**src/rtl/hdlc_tx_pkg.sv**
```systemverilog
package hdlc_tx_pkg;

    localparam int BYTE_W = 8;
    localparam int CNT_W  = 6;
    localparam int CRC_W  = 32;
    localparam logic [BYTE_W-1:0] FLAG_OCTET = 8'h7E;

    typedef enum logic [1:0] {
        ST_IDLE_FLAG,
        ST_DATA,
        ST_FCS,
        ST_CLOSE_FLAG
    } tx_state_e;

    typedef struct packed {
        tx_state_e         state;
        logic [CNT_W-1:0]  cnt;
        logic [BYTE_W-1:0] shreg;
        logic              last;
        logic              bit_o;
        logic              valid;
    } seq_t;

    typedef struct packed {
        logic [CRC_W-1:0] crc;
        logic             wide;
    } crc_t;

endpackage

```
**src/rtl/hdlc_tx_crc.sv**
```systemverilog
module hdlc_tx_crc
    import hdlc_tx_pkg::*;
#(
    parameter logic [CRC_W-1:0] POLY_NARROW = 32'h0000_8408,
    parameter logic [CRC_W-1:0] POLY_WIDE   = 32'hEDB8_8320,
    parameter int               NARROW_W    = 16
) (
    input  logic clk,
    input  logic rst_n,
    input  logic init,
    input  logic wide_sel,
    input  logic preset_zero,
    input  logic update,
    input  logic data_bit,
    input  logic shift,
    output logic fcs_bit,
    output logic wide
);

    localparam logic [CRC_W-1:0] ONES_WIDE   = '1;
    localparam logic [CRC_W-1:0] ONES_NARROW = ONES_WIDE >> (CRC_W - NARROW_W);

    crc_t q, d;
    logic feedback;

    always_comb begin
        d        = q;
        feedback = q.crc[0] ^ data_bit;
        if (init) begin
            d.wide = wide_sel;
            if (preset_zero) begin
                d.crc = '0;
            end else begin
                d.crc = wide_sel ? ONES_WIDE : ONES_NARROW;
            end
        end else if (update) begin
            d.crc = q.crc >> 1;
            if (feedback) begin
                d.crc = d.crc ^ (q.wide ? POLY_WIDE : POLY_NARROW);
            end
        end else if (shift) begin
            d.crc = q.crc >> 1;
        end
    end

    always_ff @(posedge clk) begin
        if (!rst_n) begin
            q <= '0;
        end else begin
            q <= d;
        end
    end

    assign fcs_bit = ~q.crc[0];
    assign wide    = q.wide;

endmodule

```
**src/rtl/hdlc_tx_stuffer.sv**
```systemverilog
module hdlc_tx_stuffer #(
    parameter int RUN_LIMIT = 5
) (
    input  logic clk,
    input  logic rst_n,
    input  logic step,
    input  logic raw_bit,
    input  logic stuffable,
    output logic stuff_now
);

    localparam int OW = $clog2(RUN_LIMIT + 1);
    localparam logic [OW-1:0] LIMIT = OW'(RUN_LIMIT);

    logic [OW-1:0] ones_q, ones_d;

    assign stuff_now = (ones_q == LIMIT);

    always_comb begin
        ones_d = ones_q;
        if (step) begin
            if (stuff_now) begin
                ones_d = '0;
            end else if (stuffable && raw_bit) begin
                ones_d = ones_q + 1'b1;
            end else begin
                ones_d = '0;
            end
        end
    end

    always_ff @(posedge clk) begin
        if (!rst_n) begin
            ones_q <= '0;
        end else begin
            ones_q <= ones_d;
        end
    end

endmodule

```
**src/rtl/hdlc_tx_rts.sv**
```systemverilog
module hdlc_tx_rts (
    input  logic       clk,
    input  logic       rst_n,
    input  logic [1:0] mode,
    input  logic       rx_active,
    input  logic       tx_frame,
    output logic       rts_n
);

    logic rts_d, rts_q;

    always_comb begin
        if (mode[1]) begin
            rts_d = mode[0] ? ~rx_active : 1'b1;
        end else begin
            rts_d = ~tx_frame;
        end
    end

    always_ff @(posedge clk) begin
        if (!rst_n) begin
            rts_q <= 1'b1;
        end else begin
            rts_q <= rts_d;
        end
    end

    assign rts_n = rts_q;

    AST_RTS_QUIET: assert property (@(posedge clk) disable iff (!rst_n)
        (mode == 2'b10) |=> rts_n);

    AST_RTS_RX: assert property (@(posedge clk) disable iff (!rst_n)
        (mode == 2'b11) |=> (rts_n == !$past(rx_active)));

endmodule

```
**src/rtl/hdlc_tx_framer.sv**
```systemverilog
module hdlc_tx_framer
    import hdlc_tx_pkg::*;
#(
    parameter int RUN_LIMIT = 5,
    parameter int FCS_NARROW_BITS = 16,
    parameter int FCS_WIDE_BITS = 32
) (
    input  logic              clk,
    input  logic              rst_n,
    input  logic              bit_en,
    input  logic              in_valid,
    input  logic [BYTE_W-1:0] in_data,
    input  logic              in_last,
    output logic              in_ready,
    input  logic              crc32_sel,
    input  logic              crc_preset_zero,
    input  logic              share_flags,
    input  logic [1:0]        rts_mode,
    input  logic              rx_frame_active,
    output logic              tx_bit,
    output logic              tx_bit_valid,
    output logic              rts_n
);

    localparam logic [CNT_W-1:0] BYTE_END   = CNT_W'(BYTE_W - 1);
    localparam logic [CNT_W-1:0] NARROW_END = CNT_W'(FCS_NARROW_BITS - 1);
    localparam logic [CNT_W-1:0] WIDE_END   = CNT_W'(FCS_WIDE_BITS - 1);

    seq_t q, d;

    logic stuff_now;
    logic raw_bit;
    logic stuffable;
    logic at_end;
    logic fcs_bit;
    logic fcs_wide;
    logic crc_init;
    logic crc_update;
    logic crc_shift;
    logic take;
    logic in_frame;

    hdlc_tx_crc u_crc (
        .clk         (clk),
        .rst_n       (rst_n),
        .init        (crc_init),
        .wide_sel    (crc32_sel),
        .preset_zero (crc_preset_zero),
        .update      (crc_update),
        .data_bit    (q.shreg[0]),
        .shift       (crc_shift),
        .fcs_bit     (fcs_bit),
        .wide        (fcs_wide)
    );

    hdlc_tx_stuffer #(
        .RUN_LIMIT (RUN_LIMIT)
    ) u_stuff (
        .clk       (clk),
        .rst_n     (rst_n),
        .step      (bit_en),
        .raw_bit   (raw_bit),
        .stuffable (stuffable),
        .stuff_now (stuff_now)
    );

    assign in_frame = (q.state == ST_DATA) || (q.state == ST_FCS);

    hdlc_tx_rts u_rts (
        .clk       (clk),
        .rst_n     (rst_n),
        .mode      (rts_mode),
        .rx_active (rx_frame_active),
        .tx_frame  (in_frame),
        .rts_n     (rts_n)
    );

    // Bit source and boundary for the current state
    always_comb begin
        raw_bit   = 1'b0;
        stuffable = 1'b0;
        at_end    = 1'b0;
        case (q.state)
            ST_DATA: begin
                raw_bit   = q.shreg[0];
                stuffable = 1'b1;
                at_end    = (q.cnt == BYTE_END);
            end
            ST_FCS: begin
                raw_bit   = fcs_bit;
                stuffable = 1'b1;
                at_end    = (q.cnt == (fcs_wide ? WIDE_END : NARROW_END));
            end
            default: begin
                raw_bit   = FLAG_OCTET[q.cnt[2:0]];
                stuffable = 1'b0;
                at_end    = (q.cnt == BYTE_END);
            end
        endcase
    end

    // Byte acceptance: only when the last bit of a flag or byte leaves
    always_comb begin
        in_ready = 1'b0;
        if (bit_en && !stuff_now && at_end) begin
            case (q.state)
                ST_IDLE_FLAG:  in_ready = 1'b1;
                ST_CLOSE_FLAG: in_ready = share_flags;
                ST_DATA:       in_ready = ~q.last;
                default:       in_ready = 1'b0;
            endcase
        end
    end

    assign take = in_ready && in_valid;

    // Next-state computation
    always_comb begin
        d          = q;
        d.valid    = bit_en;
        crc_init   = 1'b0;
        crc_update = 1'b0;
        crc_shift  = 1'b0;
        if (bit_en) begin
            if (stuff_now) begin
                d.bit_o = 1'b0;
            end else begin
                d.bit_o = raw_bit;
                d.cnt   = at_end ? '0 : q.cnt + 1'b1;
                if (q.state == ST_DATA) begin
                    crc_update = 1'b1;
                    d.shreg    = q.shreg >> 1;
                end
                if (q.state == ST_FCS) begin
                    crc_shift = 1'b1;
                end
                if (at_end) begin
                    case (q.state)
                        ST_DATA:  d.state = ST_FCS;
                        ST_FCS:   d.state = ST_CLOSE_FLAG;
                        default:  d.state = ST_IDLE_FLAG;
                    endcase
                end
                if (take) begin
                    d.state = ST_DATA;
                    d.shreg = in_data;
                    d.last  = in_last;
                    if (q.state != ST_DATA) begin
                        crc_init = 1'b1;
                    end
                end
            end
        end
    end

    always_ff @(posedge clk) begin
        if (!rst_n) begin
            q.state <= ST_IDLE_FLAG;
            q.cnt   <= '0;
            q.shreg <= '0;
            q.last  <= 1'b0;
            q.bit_o <= 1'b1;
            q.valid <= 1'b0;
        end else begin
            q <= d;
        end
    end

    assign tx_bit       = q.bit_o;
    assign tx_bit_valid = q.valid;

    AST_STUFF_ZERO: assert property (@(posedge clk) disable iff (!rst_n)
        (stuff_now && bit_en) |=> (tx_bit_valid && !tx_bit));

    AST_ACCEPT_LOADS: assert property (@(posedge clk) disable iff (!rst_n)
        (in_valid && in_ready) |=> (q.state == ST_DATA));

    AST_RTS_TX: assert property (@(posedge clk) disable iff (!rst_n)
        (!rts_mode[1] && in_frame) |=> !rts_n);

endmodule

```
**config.mk**
```make
export PLATFORM = sky130hd
export DESIGN_NAME = hdlc_tx_framer
export DESIGN_NICKNAME = d
export VERILOG_FILES = /design/src/rtl/hdlc_tx_pkg.sv /design/src/rtl/hdlc_tx_crc.sv /design/src/rtl/hdlc_tx_stuffer.sv /design/src/rtl/hdlc_tx_rts.sv /design/src/rtl/hdlc_tx_framer.sv
export SDC_FILE = /design/constraint.sdc
export NUM_CORES = 1
export LEC_CHECK = 0
export CAP_MARGIN = 20
export CELL_PAD_IN_SITES_DETAIL_PLACEMENT = 0
export CELL_PAD_IN_SITES_GLOBAL_PLACEMENT = 1
export CORE_AREA = 10 10 91 93
export CTS_CLUSTER_DIAMETER = 30
export DETAILED_ROUTE_END_ITERATION = 6
export DIE_AREA = 0 0 101 103
export GPL_TIMING_DRIVEN = 0
export PLACE_DENSITY_LB_ADDON = 0.3
export SLEW_MARGIN = 20
export SYNTH_ARGS = -nofsm -noshare
export SYNTH_HDL_FRONTEND = slang
export SYNTH_HIERARCHICAL = 1
export SYNTH_SLANG_ARGS = --single-unit
```
**constraint.sdc**
```tcl
create_clock -name clk -period 2.8 [get_ports clk]
set_input_delay 0.42 -clock clk [delete_from_list [all_inputs] [get_ports clk]]
set_output_delay 0.42 -clock clk [all_outputs]
set_load 0.005 [all_outputs]
```
# ---- Word-level counts from Yosys, hierarchy flattened
# Memory sizes are Yosys's and may differ from the RTL's. A register that Yosys moved wholly into a read port is not among the register bits.
# Cells that the tools add are included.
dict set report op_classes {
  n_addsub 2
  n_lt_le_gt_ge 1
  eq_ne 7
  n_mux 37
  n_bitwise 7
  reduce_logical 15
}
# operator n
set ops {}
lappend ops {{$mux W32} 7}
lappend ops {{$xor A31 B32 Y32} 1}
lappend ops {{$mux W1} 17}
lappend ops {{$mux W3} 4}
lappend ops {{$mux W9} 1}
lappend ops {{$reduce_and A3 Y1} 3}
lappend ops {{$mux W8} 1}
lappend ops {{$add A6 B1 Y6 const B} 1}
lappend ops {{$eq A6 B3 Y1 const B} 1}
lappend ops {{$eq A6 B5 Y1} 1}
lappend ops {{$mux W6} 1}
lappend ops {{$mux W5} 1}
lappend ops {{$not A1 Y1} 5}
lappend ops {{$eq A2 B2 Y1 const B} 2}
lappend ops {{$logic_and A1 B1 Y1} 4}
lappend ops {{$lt A3 B4 Y1 const B} 1}
lappend ops {{$mux W2} 2}
lappend ops {{$pmux W2 S2} 1}
lappend ops {{$reduce_bool A2 Y1} 2}
lappend ops {{$add A3 B1 Y3 const B} 1}
lappend ops {{$eq A3 B3 Y1 const B} 1}
lappend ops {{$pmux W1 S3} 1}
lappend ops {{$reduce_bool A3 Y1} 1}
lappend ops {{$eq A2 B1 Y1 const B} 1}
lappend ops {{8 further kinds} 8}
dict set report word_totals {
  register_bits 56
  romBits 8
  in_bits 19
  out_inout_bits 4
  wordCells 80
  n_memories 1
}
# name words width rd rd_clocked_by_memory_dff write_ports line
set memory_table {}
lappend memory_table {{(no name shown)} 8 1 1 1 0 hdlc_tx_framer.sv:95} ;# raw_bit = FLAG_OCTET[q.cnt[2:0]];

# ---- Longest topological paths before layout
dict set report depth {
  ltp_word 10
  depth_mapped 13
  ltp_nobuf 9
}

# ---- Hierarchy
# The synthesis kept the hierarchy.
# module n_inst cells_per_inst area_each_um2 seq_area_each_um2
set modules_own_cells {}
lappend modules_own_cells {hdlc_tx_crc 1 182 1564.0 660.6}
lappend modules_own_cells {hdlc_tx_framer 1 119 973.4 400.4}
lappend modules_own_cells {hdlc_tx_stuffer 1 18 165.2 60.1}
lappend modules_own_cells {hdlc_tx_rts 1 4 41.3 20.0}

# ---- Least setup slack after synthesis
# OpenSTA, ideal clock, no wires.
dict set report synth_path {
  kind {register -> register}
  from {reg q[17] (netlist name)}
  to {reg u_crc/q[20] (netlist bit)}
  setup_time_ns 0.144
  arrival_ns 2.240
  required_ns 2.656
  slack_ns 0.416
  stages_incl_launch_ff 12
  cell_sequence {dfxtp_1 inv_1 ha_1 a21o_1 a211oi_2 nand4_1 buf_2 nor2_1 buf_2 nor3_1 o21ai_1 a31oi_1}
}
# element line
set synth_lines {}
lappend synth_lines {{to (signal assigned)} hdlc_tx_crc.sv:48} ;# q <= '0;
lappend synth_lines {{to (signal assigned)} hdlc_tx_crc.sv:50} ;# q <= d;
lappend synth_lines {{to (decl)} hdlc_tx_crc.sv:23} ;# crc_t q, d;

# ---- Worst setup path after layout
dict set report layout_path {
  from {in bit_en}
  to {out in_ready}
}
dict set report layout_via {
  elab_chain_cells 3
}
# element line
set layout_lines {}
lappend layout_lines {{from (decl)} hdlc_tx_framer.sv:10} ;# input logic bit_en,
lappend layout_lines {{$logic_and A1 B1 Y1 (2 in series)} hdlc_tx_framer.sv:105} ;# if (bit_en && !stuff_now && at_end) begin
lappend layout_lines {{$mux W1} hdlc_tx_framer.sv:105}
lappend layout_lines {{to (decl)} hdlc_tx_framer.sv:14} ;# output logic in_ready,
# No other way between the ends.

==> parameters.txt <==
Parameter                              Value

Synthesis
  Fraction of the mapped netlist area in simple logic gates    0.231
  Number of synthesized register bits    57
  Sequential cell area fraction in the yosys report    0.416
  Count of mapped cells out of synthesis    323
  Compound-gate portion of the synthesized area    0.234
  EDFF count, synth    0
  Syn Std Cell Area    between 0.002 and 0.003 mm2
  Post-synthesis xor/xnor area fraction    0.0315
  Library cell occupying the most area in the post-synthesis netlist    sky130_fd_sc_hd__dfxtp_1
  Cell types with the highest counts after synthesis    57 x sky130_fd_sc_hd__dfxtp_1, 48 x sky130_fd_sc_hd__nand2_1, 26 x sky130_fd_sc_hd__nor2_1
  Number of distinct library cells after synthesis    between 50 and 60
  Syn_nets    about 350
  Total number of yosys warnings    6
  Commonest register cell after synthesis    sky130_fd_sc_hd__dfxtp_1
  Biggest area contributors in the synthesized netlist    sky130_fd_sc_hd__dfxtp_1 42%, sky130_fd_sc_hd__nand2_1 6.6%, sky130_fd_sc_hd__o211ai_1 5.5%
  Async SR Flop Fraction    0
  Synthesized-area fraction occupied by adder cells    0.0319
  Fraction of synthesized cell area taken by the top area cell type    0.416
  Proportion of synthesized area in mux cells    0.00730
  Mean area per synthesized cell    8.49 um2
  Largest family of logic cells by synthesized area    compound AO/OA/AOI/OAI gates
  Most instantiated library cell after synthesis    sky130_fd_sc_hd__dfxtp_1

Hold path
  Worst Hold Path EP    u_crc/q[15]$_SDFFE_PN0P_
  Worst hold stages    2
  Hold path start    u_crc/q[15]$_SDFFE_PN0P_
  Min-delay worst type    reg2reg

Worst setup path
  Data arrival time of the critical path    2.25 ns
  Kind of launch point of the worst setup path    input port
  List of cells traversed by the critical path    clkdlybuf4s50_1, nor2b_4, clkbuf_2, and3_1, clkdlybuf4s50_1
  Crit end category    output port
  Worst Path Required    between 2 and 2.5 ns
  Worst R2R Path Depth    11
  Crit path kind    in2out
  Startpoint of the lowest-slack register-to-register path    q[17]$_SDFFE_PN0P_
  CP max stage delay    ~0.61 ns
  Critical Path Most Common Cell    sky130_fd_sc_hd__clkdlybuf4s50_1
  Library cell contributing the largest single delay on the critical path    sky130_fd_sc_hd__clkdlybuf4s50_1
  Endpoint of the worst-slack reg-to-reg timing path    u_crc/q[17]$_SDFFE_PN0P_
  Critical path fanouts, max    10
  Worst R2R Setup Slack    between 0.2 and 0.3 ns

Cells and area
  Share of final-layout standard cells stronger than drive strength 1    0.118
  Fin cells    approximately 440
  Fillcell total    between 600 and 700
  Total number of nets in the final design    384
  Fraction of the core area covered by cells at the end of the flow    0.504
  Post-route cell area    roughly 0.0033 mm2
  Inserted Diodes    0
  Layout overhead on the synthesized area    20.7%

Global route
  Initial antenna violation count    0
  Total grt overflow    0
  Aggregate global-route resource usage    0.133
  Pin count of the biggest net entering global routing    17
  First-pass GRT wire length    roughly 11000 um
  Via count of the first global-routing pass    about 2300

Timing
  Worst path setup slack after routing    approximately 0.13 ns
  Slew HR    0.536
  Final period utilization    0.953
  Minimum clock period after layout    ~2.7 ns
  Setup TNS Final    0 ns
  Max Clk Rate    around 0.37 GHz
  Worst-margin pin slew    between 0.6 and 0.7 ns
  Worst hold slack across all endpoints    about 0.46 ns
  Clock skew    about 0.0094 ns
  Final hold vios    0
  Final-report max-slew violation count    0
  Setup Viol. Count Final    0

CTS
  Number of buffers inserted by hold repair at cts    0
  Register clock-pin slew on the reported worst setup and hold paths    around 0.070 ns
  Count of H-tree levels built during CTS    3
  CTS tree    done
  TritonCTS buffer count    9
  Clock tree buffer depth    2
  Root Driver    sky130_fd_sc_hd__clkbuf_8
  Number of sinks on the clock net    57
  Worst skew pair latency    ~0.33 ns

Route
  Average wire per standard cell    14.5 um
  DR iter-0 viols    between 100 and 150
  Drc violations    0
  Final antenna-violating net count    0
  Sum of routed wire length over all layers    between 6000 and 7000 um
  First drt pass iteration count    4
  Detailed-route vias per instance    between 5 and 6
  Total vias in the final route    approximately 2400

Place
  Buffers on Ports    22
  GP Congestion    0.821
  Worst slack at placement    -0.445 ns
  Post-Place Cells    about 430
  Post-Place Cell Area    around 0.0031 mm2
  Post-DP HPWL    between 4000 and 5000 um

Status
  Status    complete, no violations

Power and ir drop
  Static Leakage    roughly 1.2 nW
  Sum of internal, switching and leakage power    roughly 1.6 mW
  Power per standard cell area    between 400 and 500 mW/mm2
  VDD IR max    0.239 mV

Die
  I/O pin count    23
  Effective utilization at floorplan    0.418
  Die height    103 um
  Row count    30
  Core Region    ~0.0066 mm2
  Floorplan die area    roughly 0.010 mm2
  Die X-Extent    slightly above 100 um

Run
  Maximum Capacitance Violations    0
-- worst max path at each step --
stage | startpoint | endpoint | slack (ns) | cells after the start
CTS | q[17]$_SDFFE_PN0P_ | in_ready | 0.02 | 6
global placement | bit_en | u_crc/q[22]$_SDFFE_PN0P_ | -0.48 | 8
floorplan | q[17]$_SDFFE_PN0P_ | u_crc/q[20]$_SDFFE_PN0P_ | 0.42 | 11
finish | bit_en | in_ready | 0.13 | 5
detailed placement | bit_en | u_crc/q[22]$_SDFFE_PN0P_ | -0.45 | 8
global route | q[17]$_SDFFE_PN0P_ | u_crc/q[4]$_SDFFE_PN0P_ | -0.001 | 12
-- power by group --
group,total (mW),switching (mW),internal (mW)
Sequential,0.824,0.00493,0.819
Clock,0.688,0.322,0.366
Combinational,0.0825,0.0378,0.0447
-- area by class of cell --
cell class | count | area [um2] | share of cell area
clock inverters | 3 | 15.0 | 0.00454
well taps | 80 | 100 | 0.0302
multi-input cells | 236 | 1500 | 0.452
repair buffers | 25 | 243 | 0.0733
plain buffers | 18 | 110 | 0.0333
flip-flops and latches | 57 | 1140 | 0.345
clock buffers | 13 | 159 | 0.0480
inverters | 11 | 46.3 | 0.0140
-- sequential cells by signal, indices dropped and copies added, names as in the netlist, named ones only --
| register | flops |
|---|---|
| u_crc/q | 32 |
| q | 17 |
| u_stuff/ones_q | 3 |
| tx_bit | 1 |
| tx_bit_valid | 1 |
| u_crc/wide | 1 |
| u_rts/rts_n | 1 |
-- layout by cell type, fill, tap and decap left out, drive strengths merged, types with 2 or more instances in the layout --
cell,count
o22ai,2
o41ai,3
nor2b,5
or3,2
a2111oi,2
clkdlybuf4s50,22
ha,7
nor4,2
nor4bb,2
nand4,4
nor2,26
nand3b,11
nand2,48
o21ai,15
inv,9
a311oi,8
nand2b,3
mux2i,2
nor3,6
clkbuf,22
xnor2,3
o211ai,20
dfxtp,57
xor2,6
buf,12
a21boi,12
a211oi,4
a21oi,10
nand3,3
and2,5
nor4b,2
clkinv,4
and3,3
a31oi,10
-- logic make-up after synthesis --
family / count (synthesis)
AOI/OAI and AO/OA: 92
xor gates and xnor gates: 9
adders and majority gates: 7
buffers and inverters: 30
DFF: 57
muxes: 2
and+or+nand+nor: 126
-- layer usage --
layer | wire length (um) | vias to the layer above | GRT usage
met2 | 2850 | 50 | 0.195
li1 | - | 1244 | -
met5 | 0 | - | 0
met4 | 95 | 0 | 0.0654
met3 | 354 | 9 | 0.0422
met1 | 3140 | 1146 | 0.171
-- worst max-delay path, delay by kind of cell --
family / cells / cell delay, ns
buffers and inverters: 3 / 1.38
AND/OR/NAND/NOR: 2 / 0.45
-- timing repair --
item	in CTS	in global routing
pin swaps	0	3
buffers inserted	0	3
hold endpoints to repair	0	0
endpoints found under the setup margin	33	34
gates resized for setup	7	15
(Power assumes the default switching activity.)
